<file path="src/rtl/half_mac_pkg.sv">
package half_mac_pkg;

    localparam int INSN_W     = 32;
    localparam int REG_IDX_W  = 4;

    localparam logic [3:0]  COND_NEVER = 4'hF;
    localparam logic [7:0]  WIDE_OPC   = 8'h10;
    localparam logic [11:0] MIX_OPC    = 12'hFB1;
    localparam logic [REG_IDX_W-1:0] PC_IDX = '1;

    typedef struct packed {
        logic                 match;
        logic                 unpred;
        logic [REG_IDX_W-1:0] rd;
        logic                 top_n;
        logic                 top_m;
    } dec_t;

endpackage

</file>
<file path="src/rtl/hm_decode.sv">
module hm_decode
    import half_mac_pkg::*;
(
    input  logic [INSN_W-1:0] insn_i,
    input  logic              narrow_i,
    output dec_t              dec_o
);
    dec_t wide_d, mix_d;

    // Full-width layout
    always_comb begin
        logic [REG_IDX_W-1:0] rn, rm, ra;
        wide_d       = '0;
        rn           = insn_i[3:0];
        rm           = insn_i[11:8];
        ra           = insn_i[15:12];
        wide_d.rd    = insn_i[19:16];
        wide_d.top_m = insn_i[6];
        wide_d.top_n = insn_i[5];
        wide_d.match = (insn_i[31:28] != COND_NEVER) &&
                       (insn_i[27:20] == WIDE_OPC) &&
                       insn_i[7] && !insn_i[4];
        wide_d.unpred = (wide_d.rd == PC_IDX) || (rn == PC_IDX) ||
                        (rm == PC_IDX) || (ra == PC_IDX);
    end

    // Mixed 16/32-bit layout
    always_comb begin
        logic [REG_IDX_W-1:0] rn, rm, ra;
        mix_d       = '0;
        rn          = insn_i[19:16];
        ra          = insn_i[15:12];
        mix_d.rd    = insn_i[11:8];
        mix_d.top_n = insn_i[5];
        mix_d.top_m = insn_i[4];
        rm          = insn_i[3:0];
        mix_d.match = (insn_i[31:20] == MIX_OPC) &&
                      (insn_i[7:6] == 2'b00) &&
                      (ra != PC_IDX);
        mix_d.unpred = (mix_d.rd == PC_IDX) || (rn == PC_IDX) ||
                       (rm == PC_IDX);
    end

    always_comb begin
        dec_o        = narrow_i ? mix_d : wide_d;
        dec_o.unpred = dec_o.unpred && dec_o.match;
    end

endmodule

</file>
<file path="src/rtl/hm_half_pick.sv">
module hm_half_pick #(
    parameter int XLEN = 32,
    parameter int HALF = 16
) (
    input  logic [XLEN-1:0]        word_i,
    input  logic                   top_i,
    output logic signed [HALF-1:0] half_o
);
    always_comb begin
        half_o = top_i ? word_i[XLEN-1 -: HALF] : word_i[HALF-1:0];
    end
endmodule

</file>
<file path="src/rtl/hm_mac_arith.sv">
module hm_mac_arith #(
    parameter int XLEN = 32,
    parameter int HALF = 16
) (
    input  logic signed [HALF-1:0] mul_a_i,
    input  logic signed [HALF-1:0] mul_b_i,
    input  logic [XLEN-1:0]        acc_i,
    output logic [XLEN-1:0]        sum_o,
    output logic                   ovf_o
);
    localparam int PW = 2 * HALF;
    localparam int SW = XLEN + 1;

    logic signed [PW-1:0] prod;
    logic signed [SW-1:0] prod_x, acc_x, sum_x;

    always_comb begin
        prod   = PW'(mul_a_i) * PW'(mul_b_i);
        prod_x = {{(SW-PW){prod[PW-1]}}, prod};
        acc_x  = {acc_i[XLEN-1], acc_i};
        sum_x  = prod_x + acc_x;
    end

    assign sum_o = sum_x[XLEN-1:0];
    assign ovf_o = sum_x[SW-1] ^ sum_x[SW-2];
endmodule

</file>
<file path="src/rtl/half_mac_unit.sv">
module half_mac_unit
    import half_mac_pkg::*;
#(
    parameter int XLEN = 32,
    parameter int HALF = 16
) (
    input  logic                 clk,
    input  logic                 rst,
    input  logic                 in_valid,
    input  logic [INSN_W-1:0]    insn,
    input  logic                 narrow_fmt,
    input  logic                 cond_ok,
    input  logic [XLEN-1:0]      src_n,
    input  logic [XLEN-1:0]      src_m,
    input  logic [XLEN-1:0]      src_a,
    input  logic                 q_clear,
    output logic                 out_valid,
    output logic [REG_IDX_W-1:0] out_rd,
    output logic [XLEN-1:0]      out_wdata,
    output logic                 out_we,
    output logic                 out_unpred,
    output logic                 out_undef,
    output logic                 q_flag
);
    localparam int NSRC = 2;

    typedef struct packed {
        logic                 valid;
        logic                 we;
        logic                 unpred;
        logic                 undef;
        logic [REG_IDX_W-1:0] rd;
        logic [XLEN-1:0]      wdata;
        logic                 q;
    } state_t;

    state_t st_d, st_q;
    dec_t   dec;

    logic [XLEN-1:0]        src_word [NSRC];
    logic                   src_top  [NSRC];
    logic signed [HALF-1:0] src_half [NSRC];
    logic [XLEN-1:0]        sum;
    logic                   ovf;

    hm_decode u_dec (
        .insn_i   (insn),
        .narrow_i (narrow_fmt),
        .dec_o    (dec)
    );

    assign src_word[0] = src_n;
    assign src_word[1] = src_m;
    assign src_top[0]  = dec.top_n;
    assign src_top[1]  = dec.top_m;

    for (genvar g = 0; g < NSRC; g++) begin : g_pick
        hm_half_pick #(.XLEN(XLEN), .HALF(HALF)) u_pick (
            .word_i (src_word[g]),
            .top_i  (src_top[g]),
            .half_o (src_half[g])
        );
    end

    hm_mac_arith #(.XLEN(XLEN), .HALF(HALF)) u_arith (
        .mul_a_i (src_half[0]),
        .mul_b_i (src_half[1]),
        .acc_i   (src_a),
        .sum_o   (sum),
        .ovf_o   (ovf)
    );

    always_comb begin
        st_d        = st_q;
        st_d.valid  = in_valid;
        st_d.we     = 1'b0;
        st_d.unpred = 1'b0;
        st_d.undef  = 1'b0;
        if (in_valid) begin
            st_d.rd     = dec.rd;
            st_d.wdata  = sum;
            st_d.unpred = dec.unpred;
            st_d.undef  = !dec.match;
            st_d.we     = dec.match && !dec.unpred && cond_ok;
        end
        st_d.q = (st_q.q && !q_clear) || (st_d.we && ovf);
    end

    always_ff @(posedge clk) begin
        if (rst) begin
            st_q <= '0;
        end else begin
            st_q <= st_d;
        end
    end

    assign out_valid  = st_q.valid;
    assign out_rd     = st_q.rd;
    assign out_wdata  = st_q.wdata;
    assign out_we     = st_q.we;
    assign out_unpred = st_q.unpred;
    assign out_undef  = st_q.undef;
    assign q_flag     = st_q.q;

endmodule

</file>
<file path="config.mk">
export PLATFORM = sky130hd
export DESIGN_NAME = half_mac_unit
export DESIGN_NICKNAME = d
export VERILOG_FILES = /design/src/rtl/half_mac_pkg.sv /design/src/rtl/hm_decode.sv /design/src/rtl/hm_half_pick.sv /design/src/rtl/hm_mac_arith.sv /design/src/rtl/half_mac_unit.sv
export SDC_FILE = /design/constraint.sdc
export NUM_CORES = 1
export LEC_CHECK = 0
export ABC_AREA = 1
export BUFFER_PORTS_ARGS = -buffer_cell sky130_fd_sc_hd__buf_2
export CORE_MARGIN = 2
export CORE_UTILIZATION = 45
export CTS_BUF_LIST = sky130_fd_sc_hd__clkbuf_4 sky130_fd_sc_hd__clkbuf_8 sky130_fd_sc_hd__clkbuf_16
export CTS_CLUSTER_SIZE = 30
export DETAILED_ROUTE_END_ITERATION = 10
export GPL_ROUTABILITY_DRIVEN = 1
export GPL_TIMING_DRIVEN = 0
export PLACE_DENSITY = 0.75
export SETUP_SLACK_MARGIN = 0.05
export SLEW_MARGIN = 20
export SYNTH_ARGS = -nofsm -noshare
export SYNTH_HDL_FRONTEND = slang
export SYNTH_SLANG_ARGS = --single-unit
</file>
<file path="constraint.sdc">
create_clock -name clk -period 18.6 [get_ports clk]
set_input_delay 2.79 -clock clk [delete_from_list [all_inputs] [get_ports clk]]
set_output_delay 2.79 -clock clk [all_outputs]
set_load 0.02 [all_outputs]
</file>
==> impl_metrics.json <==
{
  "synth_nets": 2306,
  "synth_cells": 1772,
  "layout.nets": 2486,
  "ctsHoldBuffers": 0,
  "worstPathMaxFanout": 10,
  "setup_violations": 0,
  "cp.required_ns": 18.78,
  "post_cts_buffers": 0,
  "grt.overflow.total": 0,
  "synth_common_cells": "492 x inv_1, 332 x nand2_1, 299 x fa_1",
  "synth_area_leaders": "fa_1 44%, inv_1 13%, ha_1 9.2%",
  "wire_per_inst_um": 15.89,
  "ys.warnings.count": 0,
  "start_kind": "input pin",
  "hpwl_mm": 33.17,
  "cts_buffers": 5,
  "period_needed_ns": 9.731,
  "synth.largest_area_cell": "fa_1",
  "die_height_um": 178.8,
  "drc": 0,
  "antenna_found_initial": 0,
  "grt_util_all_layers_pct": 24.78,
  "clkTransAtPathRegs_ns": 0.06,
  "synthArstFlopShare_pct": 0,
  "dr_total_vias": 11710,
  "hp-class": "flip-flop to flip-flop",
  "cts.path.max_buffers": 2,
  "gp_congestion": 0.9458,
  "cap_violations": 0,
  "grt_pass1_vias": 12380,
  "worst_skew_pair.late_latency_ns": 0.28,
  "finalClockSkew_ns": 0,
  "synth_area_sq_um": 13750,
  "syn_avg_cell_area_sq_um": 7.759,
  "clock_sinks": 41,
  "top_usage_layer": "met2",
  "ant_nets": 0,
  "start_util_pct": 46.02,
  "met3_usage_pct": 2.629,
  "area_growth_pct": 10.98,
  "port_buffers": 173,
  "drtPass1Iterations": 7,
  "fin_setup_tns_ns": 0,
  "die-area_sq_um": 31970,
  "worst-setup-path-type": "input pin to flip-flop",
  "synth-seq-cells": 41,
  "tightest_slew_ns": 0.9249,
  "hold_viol": 0,
  "place_area_sq_um": 15100,
  "via_per_inst": 4.998,
  "num_rows": 63,
  "drive_gt1_share_pct": 12.81,
  "status": "finished clean",
  "grt_max_degree": 18,
  "wl_mm": 37.23,
  "grt_pass1_wl_mm": 61.10,
  "seq_area_frac_synth_pct": 5.970,
  "yosysTopAreaCellShare_pct": 43.54,
  "synthFlopType": "dfxtp_1",
  "dr.first_iter.drc_count": 672,
  "cp_slowest_stage_delay_ns": 0.76,
  "crit_slowest_cell": "fa_1",
  "final_area_sq_um": 15260,
  "synth_edf_count": 0,
  "io-pin-count": 175,
  "synth_most_common_cell": "inv_1",
  "crit_arrival_ns": 9.91,
  "cts.repair.resized": 0,
  "cp-end-kind": "flip-flop",
  "root_buffer": "clkbuf_16",
  "fmax_mhz": 102.8,
  "use_met2_pct": 42.34,
  "fillers": 2864,
  "h-tree-depth": 2,
  "ys_types": 41,
  "fp.dieW_um": 178.8,
  "rsz0062_at_grt": "no",
  "fp.coreArea_sq_um": 29870,
  "cts_tree": "built",
  "max-slew-margin-rel_pct": 37.92,
  "fin_crit_sh_pct": 52.32,
  "met1_usage_pct": 32.17,
  "drv_slew": 0
}
[layout by cell type (no fill, tap or decap), types with 4 or more instances in the layout]
cell | Yosys | layout
o21ai_0 | 34 | 33
buf_6 | 8 | 8
xnor2_1 | 5 | 5
inv_1 | 492 | 492
nand3_1 | 33 | 33
dfxtp_1 | 41 | 41
nand4_1 | 16 | 16
clkbuf_1 | 15 | 15
buf_2 | 9 | 182
fa_1 | 299 | 299
clkbuf_16 | 0 | 5
nand2_1 | 332 | 332
xor2_1 | 9 | 9
o21ai_2 | 13 | 14
o211ai_1 | 4 | 4
ha_1 | 101 | 101
nor3_1 | 8 | 8
o21ai_4 | 7 | 7
or2_2 | 13 | 13
nor2_1 | 235 | 234
a21oi_1 | 42 | 42
o21bai_1 | 6 | 6
a21o_1 | 4 | 4
o21ai_1 | 10 | 10
inv_2 | 5 | 5
[stage by stage]
step,hold WS [ns],util (%),instances,setup WS (ns)
after floorplan,0.5443,-,1772,9.866
after global placement,0.4595,50.55,2335,8.683
after detailed placement,0.4613,50.56,2335,8.581
after CTS,0.4690,51.05,2342,8.838
after global routing,0.5014,51.06,2342,8.357
final,0.4644,51.07,2343,8.869
[registers in the layout, summed over array words and instances (netlist names)]
register,cells
out_rd,4
out_wdata,32
q_flag,1
out_undef,1
out_unpred,1
out_we,1
out_valid,1
[layer usage]
| metal | vias up | routed length, um | share of wire [%] |
|---|---|---|---|
| met4 | 0 | 1668 | 4.5 |
| met1 | 5684 | 14950 | 40 |
| li1 | 5483 | - | - |
| met2 | 451 | 18230 | 49 |
| met5 | - | 0 | 0 |
| met3 | 93 | 2383 | 6.4 |
[final timing paths]
| check | startpoint | to | slack [ns] | cells after the start |
|---|---|---|---|---|
| max | narrow_fmt | q_flag | 8.87 | 30 |
| min | q_flag | q_flag | 0.46 | 2 |
| max reg2reg | out_wdata[6] | out_wdata[6] | 17.90 | 4 |
| min reg2reg | q_flag | q_flag | 0.46 | 2 |
[final cells by class]
class / instances / area, sq um / area share, %
repair buffers: 173 / 865.8 / 5.675
well taps: 390 / 488.0 / 3.198
multi-input cells: 1191 / 10820 / 70.92
inverters: 503 / 1896 / 12.42
plain buffers: 37 / 217.7 / 1.427
clock buffers: 7 / 146.4 / 0.9595
flip-flops and latches: 41 / 820.8 / 5.380
diodes: 1 / 2.502 / 0.01640
[critical path, delay by kind of cell]
kind	cells	cell delay [ns]
compound gates	2	0.85
simple gates	11	1.08
fa+ha+maj	7	4.03
buf+inv	10	1.11
[kinds of logic (layout without fill, tap and decap cells)]
logic type	Yosys count	count (layout)	synth area share [%]
and+or+nand+nor	650	650	18.94
other	0	1	0
xor gates and xnor gates	14	14	0.8919
adders and majority gates	400	400	52.73
AOI/OAI and AO/OA	126	126	5.934
buffers and inverters	540	720	15.37
DFF	41	41	5.970
muxes	1	1	0.1638
Power is left out: the tool's default activity adds up to more than one toggle a clock period on the data nets, which glitch-free logic cannot reach.
